## src/rtl/dcl_pkg.sv

```systemverilog
package dcl_pkg;

  typedef enum logic [3:0] {
    CMD_NOP  = 4'd0,
    CMD_ACT  = 4'd1,
    CMD_RD   = 4'd2,
    CMD_WR   = 4'd3,
    CMD_PRE  = 4'd4,
    CMD_BST  = 4'd5,
    CMD_REF  = 4'd6,
    CMD_SREF = 4'd7,
    CMD_MRW  = 4'd8,
    CMD_MRR  = 4'd9
  } cmd_e;

  typedef enum logic [2:0] {
    BS_IDLE   = 3'd0,
    BS_ROWACT = 3'd1,
    BS_ACTIVE = 3'd2,
    BS_READ   = 3'd3,
    BS_WRITE  = 3'd4,
    BS_PRECH  = 3'd5
  } bstate_e;

  typedef enum logic [2:0] {
    RSN_NONE     = 3'd0,
    RSN_NOT_IDLE = 3'd1,
    RSN_BST      = 3'd2,
    RSN_RRD      = 3'd3,
    RSN_WINDOW   = 3'd4,
    RSN_TURN     = 3'd5,
    RSN_STATE    = 3'd6
  } reason_e;

  // Cycles a timed state is held: a span of t means the target state is
  // seen t cycles after the command; spans of 0 or 1 skip the wait state.
  function automatic logic span_direct(input logic [7:0] t);
    return t <= 8'd1;
  endfunction

  function automatic logic [7:0] span_load(input logic [7:0] t);
    return (t == 8'd0) ? 8'd0 : t - 8'd1;
  endfunction

  // Burst occupancy in clock cycles for a beat count (two beats per clock).
  function automatic logic [7:0] burst_cycles(input logic [7:0] beats);
    return beats >> 1;
  endfunction

endpackage

```

## src/rtl/dcl_bank.sv

```systemverilog
module dcl_bank
  import dcl_pkg::*;
#(
  parameter int CNTW = 8
) (
  input  logic            clk,
  input  logic            rst_n,
  input  logic            do_act,
  input  logic            do_rd,
  input  logic            do_wr,
  input  logic            do_pre,
  input  logic            do_stop,
  input  logic [CNTW-1:0] t_rcd,
  input  logic [CNTW-1:0] t_rp,
  input  logic [CNTW-1:0] burst_len,
  output logic [2:0]      st,
  output logic            in_burst
);

  bstate_e         cur, nxt;
  logic [CNTW-1:0] cnt, nxt_cnt;
  logic [CNTW-1:0] beat_span;
  logic            timer_done;

  assign beat_span  = burst_cycles(burst_len);
  assign timer_done = cnt <= 1;

  always_comb begin
    nxt     = cur;
    nxt_cnt = cnt;
    unique case (cur)
      BS_IDLE: begin
        if (do_act) begin
          if (span_direct(t_rcd)) nxt = BS_ACTIVE;
          else begin nxt = BS_ROWACT; nxt_cnt = span_load(t_rcd); end
        end
      end
      BS_ROWACT: begin
        if (timer_done) nxt = BS_ACTIVE;
        else nxt_cnt = cnt - 1'b1;
      end
      BS_PRECH: begin
        if (timer_done) nxt = BS_IDLE;
        else nxt_cnt = cnt - 1'b1;
      end
      BS_ACTIVE, BS_READ, BS_WRITE: begin
        if (do_rd || do_wr) begin
          if (span_direct(beat_span)) nxt = BS_ACTIVE;
          else begin
            nxt     = do_rd ? BS_READ : BS_WRITE;
            nxt_cnt = span_load(beat_span);
          end
        end else if (cur == BS_ACTIVE) begin
          if (do_pre) begin
            if (span_direct(t_rp)) nxt = BS_IDLE;
            else begin nxt = BS_PRECH; nxt_cnt = span_load(t_rp); end
          end
        end else if (do_stop || timer_done) begin
          nxt = BS_ACTIVE;
        end else begin
          nxt_cnt = cnt - 1'b1;
        end
      end
      default: nxt = BS_IDLE;
    endcase
  end

  always_ff @(posedge clk) begin
    if (!rst_n) begin
      cur <= BS_IDLE;
      cnt <= '0;
    end else begin
      cur <= nxt;
      cnt <= nxt_cnt;
    end
  end

  assign st       = cur;
  assign in_burst = (cur == BS_READ) || (cur == BS_WRITE);

  // a row being opened only finishes opening
  assert_rowact_exit_R2: assert property (@(posedge clk) disable iff (!rst_n)
    cur == BS_ROWACT |=> (cur == BS_ROWACT || cur == BS_ACTIVE));

  // a precharging bank only ever lands in Idle
  assert_prech_exit_R3: assert property (@(posedge clk) disable iff (!rst_n)
    cur == BS_PRECH |=> (cur == BS_PRECH || cur == BS_IDLE));

  // without a new access a read burst stays or returns to Active
  assert_burst_end_R8: assert property (@(posedge clk) disable iff (!rst_n)
    (cur == BS_READ && !do_rd && !do_wr) |=> (cur == BS_READ || cur == BS_ACTIVE));

endmodule

```

## src/rtl/dcl_window.sv

```systemverilog
module dcl_window
  import dcl_pkg::*;
#(
  parameter int CNTW = 8
) (
  input  logic            clk,
  input  logic            rst_n,
  input  logic            start_mrr,
  input  logic            start_mrw,
  input  logic [CNTW-1:0] t_mrr,
  input  logic [CNTW-1:0] t_mrw,
  output logic            busy
);

  logic [CNTW-1:0] remain;

  always_ff @(posedge clk) begin
    if (!rst_n)         remain <= '0;
    else if (start_mrr) remain <= span_load(t_mrr);
    else if (start_mrw) remain <= span_load(t_mrw);
    else if (remain != '0) remain <= remain - 1'b1;
  end

  assign busy = remain != '0;

  // a window can only be opened from outside a window
  assert_window_open_R7: assert property (@(posedge clk) disable iff (!rst_n)
    busy |-> !(start_mrr || start_mrw));

endmodule

```

## src/rtl/dcl_rules.sv

```systemverilog
module dcl_rules
  import dcl_pkg::*;
#(
  parameter int NBANK = 8,
  parameter int CNTW  = 8,
  localparam int BW   = $clog2(NBANK)
) (
  input  logic [3:0]            cmd,
  input  logic [BW-1:0]         bank,
  input  logic                  all_banks,
  input  logic [NBANK-1:0][2:0] st,
  input  logic                  win_busy,
  input  logic [CNTW-1:0]       act_gap,
  input  logic [BW-1:0]         last_act,
  input  logic [CNTW-1:0]       t_rrd,
  output logic [2:0]            reason
);

  logic all_idle, burst_rd, burst_wr, pre_bad_any;
  logic [2:0] tgt;

  assign tgt = st[bank];

  function automatic logic pre_blocked(input logic [2:0] s);
    return s == BS_ROWACT || s == BS_READ || s == BS_WRITE;
  endfunction

  always_comb begin
    all_idle    = 1'b1;
    burst_rd    = 1'b0;
    burst_wr    = 1'b0;
    pre_bad_any = 1'b0;
    for (int i = 0; i < NBANK; i++) begin
      if (st[i] != BS_IDLE)  all_idle    = 1'b0;
      if (st[i] == BS_READ)  burst_rd    = 1'b1;
      if (st[i] == BS_WRITE) burst_wr    = 1'b1;
      if (pre_blocked(st[i])) pre_bad_any = 1'b1;
    end
  end

  always_comb begin
    reason = RSN_NONE;
    if (win_busy && cmd != CMD_NOP) begin
      reason = RSN_WINDOW;
    end else begin
      case (cmd)
        CMD_ACT: begin
          if (tgt != BS_IDLE) reason = RSN_STATE;
          else if (bank != last_act && act_gap < t_rrd) reason = RSN_RRD;
        end
        CMD_RD, CMD_WR: begin
          if ((cmd == CMD_RD && burst_wr) || (cmd == CMD_WR && burst_rd))
            reason = RSN_TURN;
          else if (tgt != BS_ACTIVE && tgt != BS_READ && tgt != BS_WRITE)
            reason = RSN_STATE;
        end
        CMD_PRE: begin
          if (all_banks ? pre_bad_any : pre_blocked(tgt)) reason = RSN_STATE;
        end
        CMD_BST: begin
          if (tgt != BS_READ && tgt != BS_WRITE) reason = RSN_BST;
        end
        CMD_REF, CMD_SREF, CMD_MRW: begin
          if (!all_idle) reason = RSN_NOT_IDLE;
        end
        CMD_MRR: begin
          if (burst_rd || burst_wr) reason = RSN_STATE;
        end
        default: reason = RSN_NONE;
      endcase
    end
  end

endmodule

```

## src/rtl/dram_cmd_legality.sv

```systemverilog
module dram_cmd_legality
  import dcl_pkg::*;
#(
  parameter int NBANK = 8,
  parameter int CNTW  = 8,
  localparam int BW   = $clog2(NBANK)
) (
  input  logic               clk,
  input  logic               rst_n,
  input  logic [3:0]         cmd,
  input  logic [BW-1:0]      bank,
  input  logic               all_banks,
  input  logic [CNTW-1:0]    t_rp,
  input  logic [CNTW-1:0]    t_rcd,
  input  logic [CNTW-1:0]    t_rrd,
  input  logic [CNTW-1:0]    t_mrr,
  input  logic [CNTW-1:0]    t_mrw,
  input  logic [CNTW-1:0]    burst_len,
  output logic [NBANK*3-1:0] bank_state,
  output logic               viol,
  output logic [2:0]         viol_reason
);

  logic [NBANK-1:0][2:0] st;
  logic [NBANK-1:0]      burst_vec;
  logic [2:0]            reason;
  logic                  accept;
  logic                  win_busy;
  logic [CNTW-1:0]       act_gap;
  logic [BW-1:0]         last_act;
  logic                  acc_act, acc_rd, acc_wr, acc_pre, acc_bst;

  assign accept  = reason == RSN_NONE;
  assign acc_act = accept && cmd == CMD_ACT;
  assign acc_rd  = accept && cmd == CMD_RD;
  assign acc_wr  = accept && cmd == CMD_WR;
  assign acc_pre = accept && cmd == CMD_PRE;
  assign acc_bst = accept && cmd == CMD_BST;

  dcl_rules #(.NBANK(NBANK), .CNTW(CNTW)) u_rules (
    .cmd(cmd), .bank(bank), .all_banks(all_banks), .st(st),
    .win_busy(win_busy), .act_gap(act_gap), .last_act(last_act),
    .t_rrd(t_rrd), .reason(reason)
  );

  dcl_window #(.CNTW(CNTW)) u_window (
    .clk(clk), .rst_n(rst_n),
    .start_mrr(accept && cmd == CMD_MRR),
    .start_mrw(accept && cmd == CMD_MRW),
    .t_mrr(t_mrr), .t_mrw(t_mrw), .busy(win_busy)
  );

  for (genvar i = 0; i < NBANK; i++) begin : g_bank
    logic hit;
    assign hit = bank == BW'(i);
    dcl_bank #(.CNTW(CNTW)) u_bank (
      .clk(clk), .rst_n(rst_n),
      .do_act(acc_act && hit),
      .do_rd(acc_rd && hit),
      .do_wr(acc_wr && hit),
      .do_pre(acc_pre && (hit || all_banks)),
      .do_stop((acc_bst && hit) || ((acc_rd || acc_wr) && !hit)),
      .t_rcd(t_rcd), .t_rp(t_rp), .burst_len(burst_len),
      .st(st[i]), .in_burst(burst_vec[i])
    );
    assign bank_state[3*i +: 3] = st[i];
  end

  // Cycles since the last accepted ACTIVATE, saturating.
  always_ff @(posedge clk) begin
    if (!rst_n) begin
      act_gap  <= '1;
      last_act <= '0;
    end else if (acc_act) begin
      act_gap  <= CNTW'(1);
      last_act <= bank;
    end else if (act_gap != '1) begin
      act_gap  <= act_gap + 1'b1;
    end
  end

  always_ff @(posedge clk) begin
    if (!rst_n) begin
      viol        <= 1'b0;
      viol_reason <= RSN_NONE;
    end else begin
      viol        <= !accept;
      viol_reason <= reason;
    end
  end

  // bursts never overlap across banks
  assert_single_burst_R9: assert property (@(posedge clk) disable iff (!rst_n)
    $countones(burst_vec) <= 1);

  // a non-NOP inside the window is flagged with the window reason
  assert_window_nop_R7: assert property (@(posedge clk) disable iff (!rst_n)
    (win_busy && cmd != CMD_NOP) |=> (viol && viol_reason == RSN_WINDOW));

  // refresh-class commands only pass with every bank idle
  assert_refresh_gate_R4: assert property (@(posedge clk) disable iff (!rst_n)
    (accept && (cmd == CMD_REF || cmd == CMD_SREF || cmd == CMD_MRW)) |-> (st == '0));

  // an accepted burst-stop always hits the bank owning the burst
  assert_bst_owner_R5: assert property (@(posedge clk) disable iff (!rst_n)
    acc_bst |-> burst_vec[bank]);

  // a rejected ACTIVATE leaves an idle target idle
  assert_reject_freeze_R11: assert property (@(posedge clk) disable iff (!rst_n)
    (!accept && cmd == CMD_ACT && st[bank] == BS_IDLE) |=> st[$past(bank)] == BS_IDLE);

endmodule

```

## config.mk

```make
export PLATFORM = sky130hd
export DESIGN_NAME = dram_cmd_legality
export DESIGN_NICKNAME = d
export VERILOG_FILES = /design/src/rtl/dcl_pkg.sv /design/src/rtl/dcl_bank.sv /design/src/rtl/dcl_window.sv /design/src/rtl/dcl_rules.sv /design/src/rtl/dram_cmd_legality.sv
export SDC_FILE = /design/constraint.sdc
export NUM_CORES = 1
export LEC_CHECK = 0
export CELL_PAD_IN_SITES_DETAIL_PLACEMENT = 1
export CELL_PAD_IN_SITES_GLOBAL_PLACEMENT = 1
export CORE_MARGIN = 8
export CORE_UTILIZATION = 28
export DETAILED_ROUTE_END_ITERATION = 10
export PLACE_DENSITY_LB_ADDON = 0.1
export SYNTH_ARGS = -nofsm -noshare
export SYNTH_HDL_FRONTEND = slang
export SYNTH_SLANG_ARGS = --single-unit
```

## constraint.sdc

```tcl
create_clock -name clk -period 5.75 [get_ports clk]
set_input_delay 0.8625 -clock clk [delete_from_list [all_inputs] [get_ports clk]]
set_output_delay 0.8625 -clock clk [all_outputs]
set_load 0.01 [all_outputs]
```

# Word-level counts from Yosys, hierarchy flattened
# Cells that the tools add are included.
[classes]
addsub = 15
n_lt_le_gt_ge = 13
eq_ne = 144
mux = 196
bitwise = 1
reduce_logical = 195
[ops]
columns = ["cell", "n"]
rows = [
  ["2-to-1 mux 8 bit", 61],
  ["2-to-1 mux 3 bit", 80],
  ["case mux 8 bit (3 select lines)", 8],
  ["subtractor 8 x 1 -> 8 bit (second input constant)", 13],
  ["case mux 3 bit (4 select lines)", 8],
  ["<= comparator 8 x 1 -> 1 bit (second input constant)", 10],
  ["inequality test 4 x 2 -> 1 bit (second input constant)", 16],
  ["AND reduction 8 bit", 8],
  ["== test 3 bit (second input constant)", 21],
  ["logical AND 1 bit", 62],
  ["== test 3 x 2 -> 1 bit (second input constant)", 19],
  ["nonzero test 3 bit", 18],
  ["logical OR 1 bit", 53],
  ["inequality test 2 x 1 -> 1 bit (second input constant)", 24],
  ["logical NOT 8 bit", 5],
  ["AND reduction 5 bit", 8],
  ["2-to-1 mux 1 bit", 34],
  ["inequality test 2 bit (second input constant)", 16],
  ["inequality test 4 x 1 -> 1 bit (second input constant)", 8],
  ["inequality test 4 x 3 -> 1 bit (second input constant)", 8],
  ["== test 3 x 1 -> 1 bit (second input constant)", 10],
  ["logical NOT 3 bit", 10],
  ["inequality test 3 bit (second input constant)", 9],
  ["OR reduction 3 bit", 9],
  ["other kinds (21)", 46],
]
[word_totals]
regBits = 111
inputBits = 58

# Logic depth before layout (Yosys ltp)
[depth]
ltp_word = 25
mapped_depth = 17
ltp_nobuf = 13

# Cells and area by module
# Synthesis repeated with hierarchy kept, for this count alone.
[unflattened]
hier_cells = 2224
hier_area_um2 = 16579.7
[modules_own_cells]
columns = ["module", "n_inst", "cells_per_inst", "area_each_um2"]
rows = [
  ["dcl_bank at g_bank[0].u_bank ...", 6, 234, 1727.9],
  ["dcl_bank at g_bank[6].u_bank", 1, 237, 1779.2],
  ["dcl_bank at g_bank[7].u_bank", 1, 215, 1636.6],
  ["dram_cmd_legality", 1, 140, 1013.5],
  ["dcl_window", 1, 118, 922.1],
  ["dcl_rules", 1, 110, 860.8],
]

# Least setup slack after synthesis
# No wires, ideal clock.
[synth_timing]
path_kind = "input to register"
from = "in bank[1]"
to = "reg g_bank[6].u_bank.cnt[1]"
setup_time_ps = 87
t_arrival_ps = 4288
t_required_ps = 5663
path_slack_ps = 1375
cell_stages = 13
n_path_buf = 2
path_cell_list = "buf_2 -> mux4_2 -> mux2i_1 -> or2b_1 -> o221a_2 -> a211oi_4 -> a31oi_4 -> nor3_2 -> mux2_2 -> nor4_4 -> buf_4 -> nand3_1 -> o31ai_1"
[synth_via]
elab_chain_cells = 17
[synth_lines]
columns = ["item", "line", "text"]
rows = [
  ["start: declaration", "dram_cmd_legality.sv:11", "input logic [BW-1:0] bank,"],
  ["binary-select mux 3 bit (select 3 bit)", "dcl_rules.sv:22", "assign tgt = st[bank];"],
  ["2-to-1 mux 3 bit (not written as such)", "dcl_rules.sv:22", ""],
  ["== test 3 x 1 -> 1 bit, or another cell as far along", "dcl_rules.sv:25", "return s == BS_ROWACT || s == BS_READ || s == BS_WRITE;"],
  ["logical OR 1 bit or logical AND 1 bit (tied branches) (2 in series)", "dcl_rules.sv:25, dcl_rules.sv:54", ""],
  ["2-to-1 mux 1 bit or 2-to-1 mux 3 bit (tied branches)", "dcl_rules.sv:58, dcl_rules.sv:54", ""],
  ["2-to-1 mux 3 bit (on tied branches)", "dcl_rules.sv:58, dcl_rules.sv:52", ""],
  ["case mux 3 bit (6 select lines)", "dcl_rules.sv:46", "case (cmd)"],
  ["2-to-1 mux 3 bit", "dcl_rules.sv:43", "if (win_busy && cmd != CMD_NOP) begin"],
  ["logical NOT 3 bit", "dram_cmd_legality.sv:33", "assign accept = reason == RSN_NONE;"],
  ["logical AND 1 bit (on tied branches)", "dram_cmd_legality.sv:35, dram_cmd_legality.sv:36", ""],
  ["logical OR 1 bit", "dram_cmd_legality.sv:62", ".do_stop((acc_bst && hit) || ((acc_rd || acc_wr) && !hit)),"],
  ["logical AND 1 bit", "dram_cmd_legality.sv:62", ""],
  ["logical OR 1 bit", "dram_cmd_legality.sv:62", ""],
  ["logical OR 1 bit", "dcl_bank.sv:58", "end else if (do_stop || timer_done) begin"],
  ["inequality test 4 x 2 -> 1 bit (no line)", "n/a", ""],
  ["AND reduction 8 bit (no line)", "n/a", ""],
  ["end signal: assignment", "dcl_bank.sv:74", "cnt <= nxt_cnt;"],
  ["end: declaration", "dcl_bank.sv:21", "logic [CNTW-1:0] cnt, nxt_cnt;"],
]
# Several ways; a longest one is shown, not always the timed one. The select of a mux whose other input is x is not followed.
# A chain may end at the register's enable or synchronous reset.

# Worst setup path after layout
[layout_timing]
from = "in bank[1]"
to = "reg g_bank[0].u_bank.cnt[6]"
[layout_via]
elab_chain_cells = 17
[layout_lines]
columns = ["item", "line"]
rows = [
  ["binary-select mux 3 bit (select 3 bit)", "dcl_rules.sv:22"],
  ["2-to-1 mux 3 bit (not written as such)", "dcl_rules.sv:22"],
  ["== test 3 x 1 -> 1 bit, or another cell as far along", "dcl_rules.sv:25"],
  ["logical OR 1 bit or logical AND 1 bit (tied branches) (2 in series)", "dcl_rules.sv:25, dcl_rules.sv:54"],
  ["2-to-1 mux 1 bit or 2-to-1 mux 3 bit (tied branches)", "dcl_rules.sv:58, dcl_rules.sv:54"],
  ["2-to-1 mux 3 bit (on tied branches)", "dcl_rules.sv:58, dcl_rules.sv:52"],
  ["case mux 3 bit (6 select lines)", "dcl_rules.sv:46"],
  ["2-to-1 mux 3 bit", "dcl_rules.sv:43"],
  ["logical NOT 3 bit", "dram_cmd_legality.sv:33"],
  ["logical AND 1 bit (on tied branches)", "dram_cmd_legality.sv:35, dram_cmd_legality.sv:36"],
  ["logical OR 1 bit", "dram_cmd_legality.sv:62"],
  ["logical AND 1 bit", "dram_cmd_legality.sv:62"],
  ["logical OR 1 bit", "dram_cmd_legality.sv:62"],
  ["logical OR 1 bit", "dcl_bank.sv:58"],
  ["inequality test 4 x 2 -> 1 bit (no line)", "n/a"],
  ["AND reduction 8 bit (no line)", "n/a"],
  ["end signal: assignment", "dcl_bank.sv:74"],
  ["end: declaration", "dcl_bank.sv:21"],
]
# Several ways; a longest one is shown, not always the timed one. The select of a mux whose other input is x is not followed.

==> results_dict.tcl <==
set metrics [dict create \
    outcome "completed" \
    finalClockSkew_ns 0.0159 \
    stdcell_count 2410 \
    cts_max_level 3 \
    synth_cell_type_count 87 \
    dpl.hpwl_mm 43.3 \
    final_nets 1914 \
    grt_pass1_vias 14200 \
    clock_power_share_pct 9.2 \
    cp.arrival_ns 5.25 \
    cts_hold_buf 0 \
    ioPinCount 86 \
    synthFlopType "dfxtp_1" \
    power_mw 7.87 \
    fin_crit_sh_pct 86.9 \
    synth.top_cell.area_share_pct 18.2 \
    drc 0 \
    ys_seq_area_share_pct 18.2 \
    yosys_warnings 0 \
    cellPowerDensity_nw_per_um2 555 \
    slew_headroom_pct 11.6 \
    ant_nets 0 \
    hold_class "register to register" \
    wl_met1_mm 27.3 \
    peakVddDrop_uv 187 \
    fin_ws_ns 0.754 \
    synthTopCellsByArea "dfxtp_1, nor2_1, a21oi_1" \
    crit_type "input pin to register" \
    post_cts_buffers 0 \
    grt_pass1_wl_mm 90.1 \
    p_leak_nw 5.28 \
    cts_tree "built" \
    crit_path_end_kind "register" \
    antennaDiodeCount 0 \
    cts_buffers 9 \
    initialDrtViolationCount 943 \
    fillCellCount 5356 \
    max_freq_mhz 200 \
    netlist_area_um2 12200 \
    top_layer "met4" \
    syn_inst 1772 \
    drv_slew 0 \
    fp.dieArea_um2 50600 \
    seqPwrFrac_pct 17.8 \
    worst_pin_slew_ns 1.32 \
    grt_antenna_before_repair 0 \
    cts-root-buf "clkbuf_16" \
    dieWidth_um 225 \
    switching_share_pct 53.3 \
    cp-startpoint "bank[1]" \
    crit_buf_inv 3 \
    core_area_um2 43100 \
    syn2layout_area_growth_pct 16.2 \
    fin_hold_ws_ns 0.480 \
    cp_max_fo 16 \
    start_util_pct 28.4 \
    gp_congestion 0.966 \
    crit_top_cell "buf_4" \
    place_ws_ns 0.409 \
    setup-tns-final_ns 0 \
    placed_cell_area_um2 13900 \
    dp_cells 2394 \
    p_switching_mw 4.20 \
    route.met2.wl_mm 26.1 \
    critical_path.cell_chain "clkdlybuf4s50_1, mux4_2, nand2b_1, a41oi_1, a21bo_2, o211a_1, a21boi_2, buf_4, nor2_1, buf_4, or3_1, o2111a_1, o211ai_1, o21ai_0" \
    viasPerCell 5.85 \
    power_frac_comb_pct 73.0 \
    min_period_ns 5.00 \
    vias 14100 \
    crit_path_max_incr_delay_ns 0.73 \
    finalInstanceArea_um2 14200 \
    avgSynthCellArea_um2 6.89 \
    hold_start "g_bank[7].u_bank.cnt[7]$_SDFFE_PN0P_" \
    post-route-util_pct 33.0 \
    overflow 0 \
    slowest_stage "clkdlybuf4s50_1" \
    wl_per_cell_um 24.4 \
    p_int_mw 3.68 \
    clk_pin_slew_ns 0.09 \
    grt_max_degree 56 \
    clock-sinks 111 \
    finalHoldViolations 0 \
    port_buffers 84 \
    setup_viol 0 \
    grtUsageTotal_pct 23.0 \
    synth_edf_count 0 \
    wl_met3_mm 3.22 \
    drive_gt1_share_pct 8.82 \
    syn-num-nets 1866 \
    synth-seq-cells 111 \
    clock_latency_ns 0.41 \
    crit-reg2reg-launch "g_bank[1].u_bank.st[2]$_SDFFE_PN0P_" \
    async_flop_share_pct 0 \
    cts_buffer_depth 2 \
    rows 76 \
    synth_top_area_cell "dfxtp_1" \
    path_delay_family "compound AO/OA/AOI/OAI gates" \
    rsz0062_at_grt "no" \
    wirelength_mm 58.9 \
    cap_viol_max_count 0 \
    start_kind "input pin" \
    die-height_um 225 \
    crit_required_ns 6.01 \
    cts_resized 0 \
    detail_route.first_pass.iterations 6 \
]
==> routing by layer <==
metal / vias to the layer above / track usage, %
met5: - / 0
met4: 0 / 8.86
met3: 96 / 4.36
met2: 384 / 36.2
met1: 6989 / 30.8
li1: 6637 / -
==> cells in the mapped netlist (all sizes together), types with 10 or more instances <==
library cell and count:
nand3 53, a211oi 35, nor3b 14, or4 15
nor4 24, nor2b 23, o221ai 15, nand4 11
a22oi 25, nor2 214, nand2 172, o31ai 21
o211ai 36, xor2 36, buf 29, o21a 10
and2 16, mux2i 54, o22ai 24, a31oi 13
nor3 58, mux2 14, and3 12, inv 69
a221oi 27, xnor2 42, ha 36, or2 20
a21oi 140, o21ai 123, nand2b 23, a311oi 12
or3 25, nand3b 11, dfxtp 111, clkbuf 101
a2111oi 12
==> power by group through the flow <==
stage	Sequential [mW]	Clock, mW	Combinational, mW
after CTS	1.40	0.756	5.71
after floorplan	1.29	0	4.14
after global placement	1.41	0	5.58
after detailed placement	1.42	0	5.67
final	1.40	0.722	5.75
after global routing	1.45	0.776	6.37
==> worst register-to-register path: cells and delay by family, from the launching register on <==
kind | cells | cell delay, ns
flip-flops | 1 | 0.93
AO/OA/AOI/OAI | 5 | 1.38
AND/OR/NAND/NOR | 5 | 1.92
multiplexers | 1 | 0.39
==> cells by family after synthesis <==
family	count (synthesis)	synth area share (%)
compound gates	573	31.5
xor+xnor	78	5.59
fa+ha+maj	36	3.69
buf+inv	201	6.63
flops	111	18.2
mux	72	6.45
simple gates	701	27.9
==> state kept, by name (all words and copies together) (netlist names) <==
signal / flops
g_bank.u_bank.cnt: 64
g_bank.u_bank.st: 24
act_gap: 8
u_window.remain: 8
last_act: 3
viol_reason: 3
viol: 1
==> placed cells by master, fill, tap and decap left out, types with 12 or more instances in the layout <==
cell type / n
mux2_2: 14
or2_2: 16
o21ai_0: 112
a211oi_1: 32
inv_1: 69
nand2b_1: 23
or3_1: 25
nor3_1: 55
and2_1: 15
a31oi_1: 12
o22ai_1: 24
o31ai_1: 20
a22oi_1: 25
nor2b_1: 23
nor3b_1: 13
dfxtp_1: 111
a221oi_1: 27
or4_1: 15
o211ai_1: 36
mux2i_1: 54
xnor2_1: 42
nor4_1: 21
o221ai_1: 15
nand2_1: 172
a311oi_1: 12
a21oi_1: 139
and3_1: 12
nor2_1: 213
xor2_1: 36
ha_1: 36
clkdlybuf4s50_1: 83
buf_4: 84
nand3_1: 53
==> worst paths after layout <==
check | endpoint | cells past startpoint | slack, ns
max | g_bank[0].u_bank.cnt[6]$_SDFFE_PN0P_ | 14 | 0.75
min | g_bank[7].u_bank.cnt[7]$_SDFFE_PN0P_ | 2 | 0.48
max reg2reg | g_bank[6].u_bank.cnt[0]$_SDFFE_PN0P_ | 11 | 1.03
min reg2reg | g_bank[7].u_bank.cnt[7]$_SDFFE_PN0P_ | 2 | 0.48
==> area by class of cell <==
cell class | count | area, µm² | area share, %
clock buffers | 10 | 239 | 1.68
well taps | 585 | 732 | 5.16
repair buffers | 167 | 1460 | 10.3
multi-input cells | 1460 | 9210 | 64.8
clock inverters | 6 | 68.8 | 0.485
inverters | 71 | 267 | 1.88
flip-flops and latches | 111 | 2220 | 15.7
(Power assumes the default switching activity.)
